### src/rtl/dafir_pkg.sv
package dafir_pkg;

  // ceiling of log2, with clg2(1) == 0
  function automatic int unsigned clg2(input int unsigned v);
    int unsigned r;
    r = 0;
    while ((64'd1 << r) < 64'(v)) r = r + 1;
    return r;
  endfunction

  typedef enum logic {
    ST_IDLE = 1'b0,
    ST_RUN  = 1'b1
  } run_state_e;

endpackage

### src/rtl/dafir_tapline.sv
module dafir_tapline #(
  parameter int unsigned NTAP = 15,
  parameter int unsigned XW   = 8
) (
  input  logic            clk,
  input  logic            rst_n,
  input  logic            load,
  input  logic            shift,
  input  logic [XW-1:0]   din,
  output logic [NTAP-1:0] lsb
);

  // history holds taps 0..NTAP-2; the oldest tap only lives in its shifter
  logic [XW-1:0] hist [NTAP-1];
  logic [XW-1:0] shr  [NTAP];

  for (genvar i = 0; i < NTAP; i++) begin : g_tap
    if (i == 0) begin : g_head
      always_ff @(posedge clk) begin
        if (!rst_n) begin
          hist[0] <= '0;
          shr[0]  <= '0;
        end else if (load) begin
          hist[0] <= din;
          shr[0]  <= din;
        end else if (shift) begin
          shr[0]  <= shr[0] >> 1;
        end
      end
    end else begin : g_body
      if (i < NTAP - 1) begin : g_keep
        always_ff @(posedge clk) begin
          if (!rst_n)    hist[i] <= '0;
          else if (load) hist[i] <= hist[i-1];
        end
      end
      always_ff @(posedge clk) begin
        if (!rst_n)       shr[i] <= '0;
        else if (load)    shr[i] <= hist[i-1];
        else if (shift)   shr[i] <= shr[i] >> 1;
      end
    end
    assign lsb[i] = shr[i][0];
  end

endmodule

### src/rtl/dafir_grp_table.sv
module dafir_grp_table #(
  parameter int unsigned NTAP = 15,
  parameter int unsigned CW   = 10,
  parameter int unsigned K    = 6,
  parameter int unsigned OFS  = 0,
  parameter int          COEF [NTAP] = '{default: 0},
  localparam int unsigned TW    = dafir_pkg::clg2(K) + CW,
  localparam int unsigned DEPTH = 1 << K
) (
  input  logic        [K-1:0]  addr,
  output logic signed [TW-1:0] val
);

  // entry a = sum of this group's coefficients whose address bit is set
  function automatic logic signed [TW-1:0] entry_f(input int unsigned a);
    int s;
    s = 0;
    for (int j = 0; j < int'(K); j++) begin
      if (a[j]) s = s + COEF[OFS + j];
    end
    return TW'(s);
  endfunction

  logic signed [TW-1:0] tbl [DEPTH];

  for (genvar a = 0; a < DEPTH; a++) begin : g_ent
    assign tbl[a] = entry_f(a);
  end

  assign val = tbl[addr];

endmodule

### src/rtl/dafir_slice_acc.sv
module dafir_slice_acc #(
  parameter int unsigned NGRP = 3,
  parameter int unsigned XW   = 8,
  parameter int unsigned SW   = 14,
  localparam int unsigned RW  = SW + XW
) (
  input  logic                 clk,
  input  logic                 rst_n,
  input  logic                 start,
  input  logic                 step,
  input  logic                 last,
  input  logic signed [SW-1:0] gval [NGRP],
  output logic signed [RW-1:0] res
);

  logic signed [SW-1:0] slice;
  logic signed [SW-1:0] hi;
  logic        [XW-2:0] lo;
  logic signed [SW:0]   sum;

  // adder stage over the group table outputs
  always_comb begin
    slice = '0;
    for (int g = 0; g < int'(NGRP); g++) slice = slice + gval[g];
  end

  // sign slice is subtracted; sum fits SW+1 bits because |hi| < max|slice|
  always_comb begin
    if (last) sum = (SW+1)'(hi) - (SW+1)'(slice);
    else      sum = (SW+1)'(hi) + (SW+1)'(slice);
  end

  always_ff @(posedge clk) begin
    if (!rst_n) begin
      hi  <= '0;
      lo  <= '0;
      res <= '0;
    end else if (start) begin
      hi  <= '0;
      lo  <= '0;
    end else if (step) begin
      hi <= sum[SW:1];
      lo <= {sum[0], lo[XW-2:1]};
      if (last) res <= {sum, lo};
    end
  end

endmodule

### src/rtl/dafir_fir.sv
module dafir_fir #(
  parameter int unsigned NTAP = 15,
  parameter int unsigned XW   = 8,
  parameter int unsigned CW   = 10,
  parameter int          COEF [NTAP] = '{23, -53, -108, -79, 55, 257, 438, 511,
                                         438, 257, 55, -79, -108, -53, 23},
  parameter int unsigned NGRP = 3,
  parameter int unsigned GSZ  [NGRP] = '{6, 6, 3},
  localparam int unsigned SW   = CW + dafir_pkg::clg2(NTAP),
  localparam int unsigned RW   = XW + SW
) (
  input  logic          clk,
  input  logic          rst_n,
  input  logic          in_valid,
  output logic          in_ready,
  input  logic [XW-1:0] in_data,
  output logic          out_valid,
  output logic [RW-1:0] out_data
);
  import dafir_pkg::*;

  localparam int unsigned CNTW = (dafir_pkg::clg2(XW) < 1) ? 1 : dafir_pkg::clg2(XW);

  function automatic int unsigned grp_ofs(input int unsigned g);
    int unsigned s;
    s = 0;
    for (int unsigned i = 0; i < g; i++) s = s + GSZ[i];
    return s;
  endfunction

  run_state_e      state;
  logic [CNTW-1:0] cnt;
  logic            accept;
  logic            step;
  logic            last;
  logic [NTAP-1:0] tap_bits;
  logic signed [SW-1:0] gval [NGRP];
  logic signed [RW-1:0] res;

  assign in_ready = (state == ST_IDLE);
  assign accept   = in_valid && in_ready;
  assign step     = (state == ST_RUN);
  assign last     = step && (cnt == CNTW'(XW - 1));

  // sequencing: one bit slice per cycle while running
  always_ff @(posedge clk) begin
    if (!rst_n) begin
      state     <= ST_IDLE;
      cnt       <= '0;
      out_valid <= 1'b0;
    end else begin
      out_valid <= 1'b0;
      if (accept) begin
        state <= ST_RUN;
        cnt   <= '0;
      end else if (step) begin
        cnt <= cnt + 1'b1;
        if (last) begin
          state     <= ST_IDLE;
          out_valid <= 1'b1;
        end
      end
    end
  end

  dafir_tapline #(.NTAP(NTAP), .XW(XW)) u_taps (
    .clk   (clk),
    .rst_n (rst_n),
    .load  (accept),
    .shift (step),
    .din   (in_data),
    .lsb   (tap_bits)
  );

  for (genvar g = 0; g < NGRP; g++) begin : g_grp
    localparam int unsigned K   = GSZ[g];
    localparam int unsigned OFS = grp_ofs(g);
    localparam int unsigned TW  = dafir_pkg::clg2(K) + CW;
    logic signed [TW-1:0] tv;

    dafir_grp_table #(
      .NTAP (NTAP),
      .CW   (CW),
      .K    (K),
      .OFS  (OFS),
      .COEF (COEF)
    ) u_tbl (
      .addr (tap_bits[OFS +: K]),
      .val  (tv)
    );

    assign gval[g] = SW'(tv);
  end

  dafir_slice_acc #(.NGRP(NGRP), .XW(XW), .SW(SW)) u_acc (
    .clk   (clk),
    .rst_n (rst_n),
    .start (accept),
    .step  (step),
    .last  (last),
    .gval  (gval),
    .res   (res)
  );

  assign out_data = res;

endmodule

### config.mk
export PLATFORM = sky130hd
export DESIGN_NAME = dafir_fir
export DESIGN_NICKNAME = d
export VERILOG_FILES = /design/src/rtl/dafir_pkg.sv /design/src/rtl/dafir_tapline.sv /design/src/rtl/dafir_grp_table.sv /design/src/rtl/dafir_slice_acc.sv /design/src/rtl/dafir_fir.sv
export SDC_FILE = /design/constraint.sdc
export NUM_CORES = 1
export LEC_CHECK = 0
export ABC_AREA = 1
export CORE_MARGIN = 10
export CORE_UTILIZATION = 60
export DETAILED_ROUTE_END_ITERATION = 6
export PLACE_DENSITY = 0.79
export RECOVER_POWER = 25
export SYNTH_ARGS = -nofsm -noshare
export SYNTH_HDL_FRONTEND = slang
export SYNTH_HIERARCHICAL = 1
export SYNTH_SLANG_ARGS = --single-unit
### constraint.sdc
create_clock -name clk -period 7.78 [get_ports clk]
set_input_delay 0.778 -clock clk [delete_from_list [all_inputs] [get_ports clk]]
set_output_delay 0.778 -clock clk [all_outputs]
set_load 0.03 [all_outputs]
==> impl_results.md <==
* IO Pins at 35
* Max_cap viols at 5
* Area added between synthesis and finish at 7.68%
* Simple-Gate Fraction of Synth Area at between 20% and 30%
* Overall routed net length at 29.3 mm
* Kind of critical path: reg -> reg
* Number of nets at the end of the flow at 1694
* Number of warning messages in the yosys log at 6
* Highest fanout seen on the critical path at 65
* Via count of the first global-routing pass at 10300
* Hold violation total from the final report at 0
* Number of gates resized after CTS at 0
* Number of flip-flops and latches in the synthesized netlist at 280
* Hold bufs inserted after CTS at 0
* Number of buffers created by CTS at 28
* Share of cell area taken by muxes after synthesis at 0%
* Critical path arrival at between 6 and 7 ns
* Die Footprint at 0.0315 mm2
* Share of the synthesized netlist area taken by xor and xnor gates at between 1.5 and 2%
* Antenna diodes at 0
* Power Dens Cells at slightly above 300 mW/mm2
* Overall track demand over capacity in global routing at a little under a fifth
* Pins over their slew limit at approximately 270
* Share of layout cells above drive strength 1 at 5.62%
* Via/cell ratio at between 5 and 6
* Die height at 177 um
* Synth Area per Inst at just over 9 um2
* Worst slew pin tran at around 3.3 ns
* Critical path endpoint category: register
* Detailed Routing Iterations Pass 1 at 5
* Tmin final at around 6.2 ns
* Clock Skews at about 0.039 ns
* Final antenna-violating net count at 0
* Dpl cells at 1910
* Main combinational cell family by area after synthesis: simple AND/OR/NAND/NOR gates
* Core region area at approximately 0.024 mm2
* Highest attainable clock frequency at approximately 160 MHz
* Post-detail-place hpwl at 18.9 mm
* Portion of the post-synthesis area used by sequential elements at roughly 53%
* RSZ-0062 raised after global routing: false
* Fin area at roughly 0.016 mm2
* H-tree Lvls at 1
* Clock Sinks at 280
* Global-route congestion overflow total at 0
* Cell leakage power at between 8 and 9 nW
* Die span in x at roughly 180 um
* Post-synth ARST share at 0%
* # DRC at 0
* Adder-cell share of the synthesized area at under 10%
* Count of routing violations after the opening detailed-route iteration at ~850
* Data required time at the worst endpoint at roughly 7.9 ns
* CTS tree: yes
* Most used DFF post-synth: sky130_fd_sc_hd__edfxtp_1
* Clk Latency, worst-skew pair at between 0.5 and 0.6 ns
* DR vias at ~11000
* Synth unique cells at 44
* Relative slew slack at -117%
* Clock root buffer: sky130_fd_sc_hd__clkbuf_16
* Failing checks: max-capacitance violations, max-slew violations
* Cell Count, Final, Fillers Out at 1962
* Clock-pin slew of the registers on the worst-case setup and hold paths at ~0.06 ns
* Compound-cell area share of the yosys netlist at under 10%
* Mapped Cells at ~1600
* Final RePlAce weighted congestion at 0.865
* Number of fill cells at ~1900
* Placement-stage cell area at around 0.015 mm2
* Starting density of the core at approximately three fifths
* Number of enable-type register cells in the synthesized netlist at between 200 and 250
* Path category of the worst min-delay check: reg -> reg
* Port buffer count at 34
* IR drop worst, VDD at between 0.2 and 0.3 mV
* Final Cycle Share at around four fifths
* Net count after synthesis at 1720
* WL/cell at roughly 15 um
* Floorplan row count at 57
* Post-CTS setup buffers at 0
* Outcome: finished with violations
* Global-route wire length before repair at around 50 mm
* Final setup violation count at 0
* Initial antenna violation count at 0
* Accumulated negative setup slack at 0 ns
* Post-synth design cell area at approximately 0.015 mm2
* Pin count of the biggest net entering global routing at 87
* Type of element launching the critical path: register
* Clock buffer depth at 3
-- metal layers --
metal	vias up	routed length [um]	GRT usage (%)
met2	228	14700	31.9
met4	0	648	5.07
met3	51	1120	2.29
met1	5015	12900	24.4
met5	-	0	0
li1	5330	-	-
-- through the flow --
| step | hold slack [ns] | setup WS, ns | util, % | total power [mW] |
|---|---|---|---|---|
| 6_report | 0.463 | 1.55 | 65.8 | 4.97 |
| 5_1_grt | 0.497 | 0.996 | 65.8 | 5.32 |
| 4_1_cts | 0.467 | 2.15 | 65.9 | 4.99 |
| 3_5_place_dp | 0.459 | 2.20 | 62.0 | 3.62 |
| 3_3_place_gp | 0.451 | 2.32 | 62.0 | 3.59 |
| 2_1_floorplan | 0.437 | 2.07 | - | 3.23 |
-- report_power, final --
group          total, mW  internal [mW]  switching [mW]
Clock               1.37          0.819           0.555
Combinational       1.79          0.613            1.18
Sequential          1.81           1.75          0.0618
Total               4.97           3.18            1.79
-- cell usage after synthesis (2+ instances only) --
master | instances | area, um2
sky130_fd_sc_hd__xor2_1 | 15 | 131
sky130_fd_sc_hd__o211ai_1 | 11 | 82.6
sky130_fd_sc_hd__a21o_1 | 2 | 15.0
sky130_fd_sc_hd__clkinv_1 | 2 | 7.51
sky130_fd_sc_hd__nand2_2 | 11 | 68.8
sky130_fd_sc_hd__nor2_1 | 136 | 510
sky130_fd_sc_hd__nor3_1 | 5 | 25.0
sky130_fd_sc_hd__or2_2 | 2 | 12.5
sky130_fd_sc_hd__inv_4 | 2 | 12.5
sky130_fd_sc_hd__inv_1 | 232 | 871
sky130_fd_sc_hd__a22oi_1 | 2 | 15.0
sky130_fd_sc_hd__clkbuf_1 | 29 | 109
sky130_fd_sc_hd__or2_1 | 2 | 12.5
sky130_fd_sc_hd__o21ai_1 | 11 | 55.1
sky130_fd_sc_hd__nand2_4 | 2 | 22.5
sky130_fd_sc_hd__fa_1 | 15 | 300
sky130_fd_sc_hd__edfxtp_1 | 232 | 6970
sky130_fd_sc_hd__nand3b_1 | 6 | 45.0
sky130_fd_sc_hd__xnor2_1 | 12 | 105
sky130_fd_sc_hd__nand3_2 | 4 | 40.0
sky130_fd_sc_hd__o21ai_0 | 45 | 225
sky130_fd_sc_hd__ha_1 | 52 | 651
sky130_fd_sc_hd__nand2_1 | 442 | 1660
sky130_fd_sc_hd__nand3_1 | 62 | 310
sky130_fd_sc_hd__buf_2 | 25 | 125
sky130_fd_sc_hd__nor2_2 | 7 | 43.8
sky130_fd_sc_hd__dfxtp_1 | 48 | 961
sky130_fd_sc_hd__buf_4 | 31 | 233
sky130_fd_sc_hd__a21oi_1 | 43 | 215
sky130_fd_sc_hd__nand4_1 | 117 | 732
sky130_fd_sc_hd__buf_6 | 12 | 135
sky130_fd_sc_hd__inv_2 | 13 | 48.8
-- critical path, cell delays in order, from the launching register on --
cell and delay, ns:
sky130_fd_sc_hd__dfxtp_1 1.00, sky130_fd_sc_hd__inv_4 0.29, sky130_fd_sc_hd__nand2_4 0.06, sky130_fd_sc_hd__inv_1 0.17, sky130_fd_sc_hd__clkinv_2 0.36, sky130_fd_sc_hd__nand2_1 1.27
sky130_fd_sc_hd__or2_1 1.73, sky130_fd_sc_hd__buf_4 0.90
-- registers in the layout, indices dropped and copies added, names as in the netlist --
register     flops
cnt              3
u_acc/res       22
u_taps/shr     120
u_taps/hist    112
out_valid        1
state            1
u_acc/hi        14
u_acc/lo         7
-- area by class of cell --
cell class / count / area (um2) / share of cell area (%)
flip-flops and latches: 280 / 7930 / 49.6
multi-input cells: 1016 / 5390 / 33.7
inverters: 249 / 942 / 5.89
clock buffers: 35 / 749 / 4.68
well taps: 324 / 405 / 2.53
repair buffers: 41 / 379 / 2.37
clock inverters: 17 / 209 / 1.31
-- placed cells by master (no fill, tap or decap), types with 43 or more instances in the layout --
| cell | count |
|---|---|
| sky130_fd_sc_hd__edfxtp_1 | 232 |
| sky130_fd_sc_hd__ha_1 | 52 |
| sky130_fd_sc_hd__nor2_1 | 136 |
| sky130_fd_sc_hd__inv_1 | 232 |
| sky130_fd_sc_hd__dfxtp_1 | 48 |
| sky130_fd_sc_hd__o21ai_0 | 45 |
| sky130_fd_sc_hd__nand3_1 | 62 |
| sky130_fd_sc_hd__nand4_1 | 117 |
| sky130_fd_sc_hd__nand2_1 | 443 |
| sky130_fd_sc_hd__a21oi_1 | 43 |
-- path summary, 6_finish.rpt --
path	cells after the start	startpoint	endpoint	slack, ns
max	7	state$_SDFF_PN0_	u_taps/shr[1][48]$_DFFE_PP_	1.55
min	2	u_acc/lo[0]$_SDFFE_PP0P_	u_acc/lo[0]$_SDFFE_PP0P_	0.46
max reg2reg	7	state$_SDFF_PN0_	u_taps/shr[1][48]$_DFFE_PP_	1.55
min reg2reg	2	u_acc/lo[0]$_SDFFE_PP0P_	u_acc/lo[0]$_SDFFE_PP0P_	0.46
-- cells by family (layout without fill, tap and decap cells) --
kind of cell,after synthesis,after routing
AO/OA/AOI/OAI,123,123
buffers and inverters,346,342
adder cells (fa/ha/maj),67,67
AND/OR/NAND/NOR,797,797
flip-flops,280,280
XOR/XNOR,29,29
No activity file was read; power rests on OpenSTA's default activity.
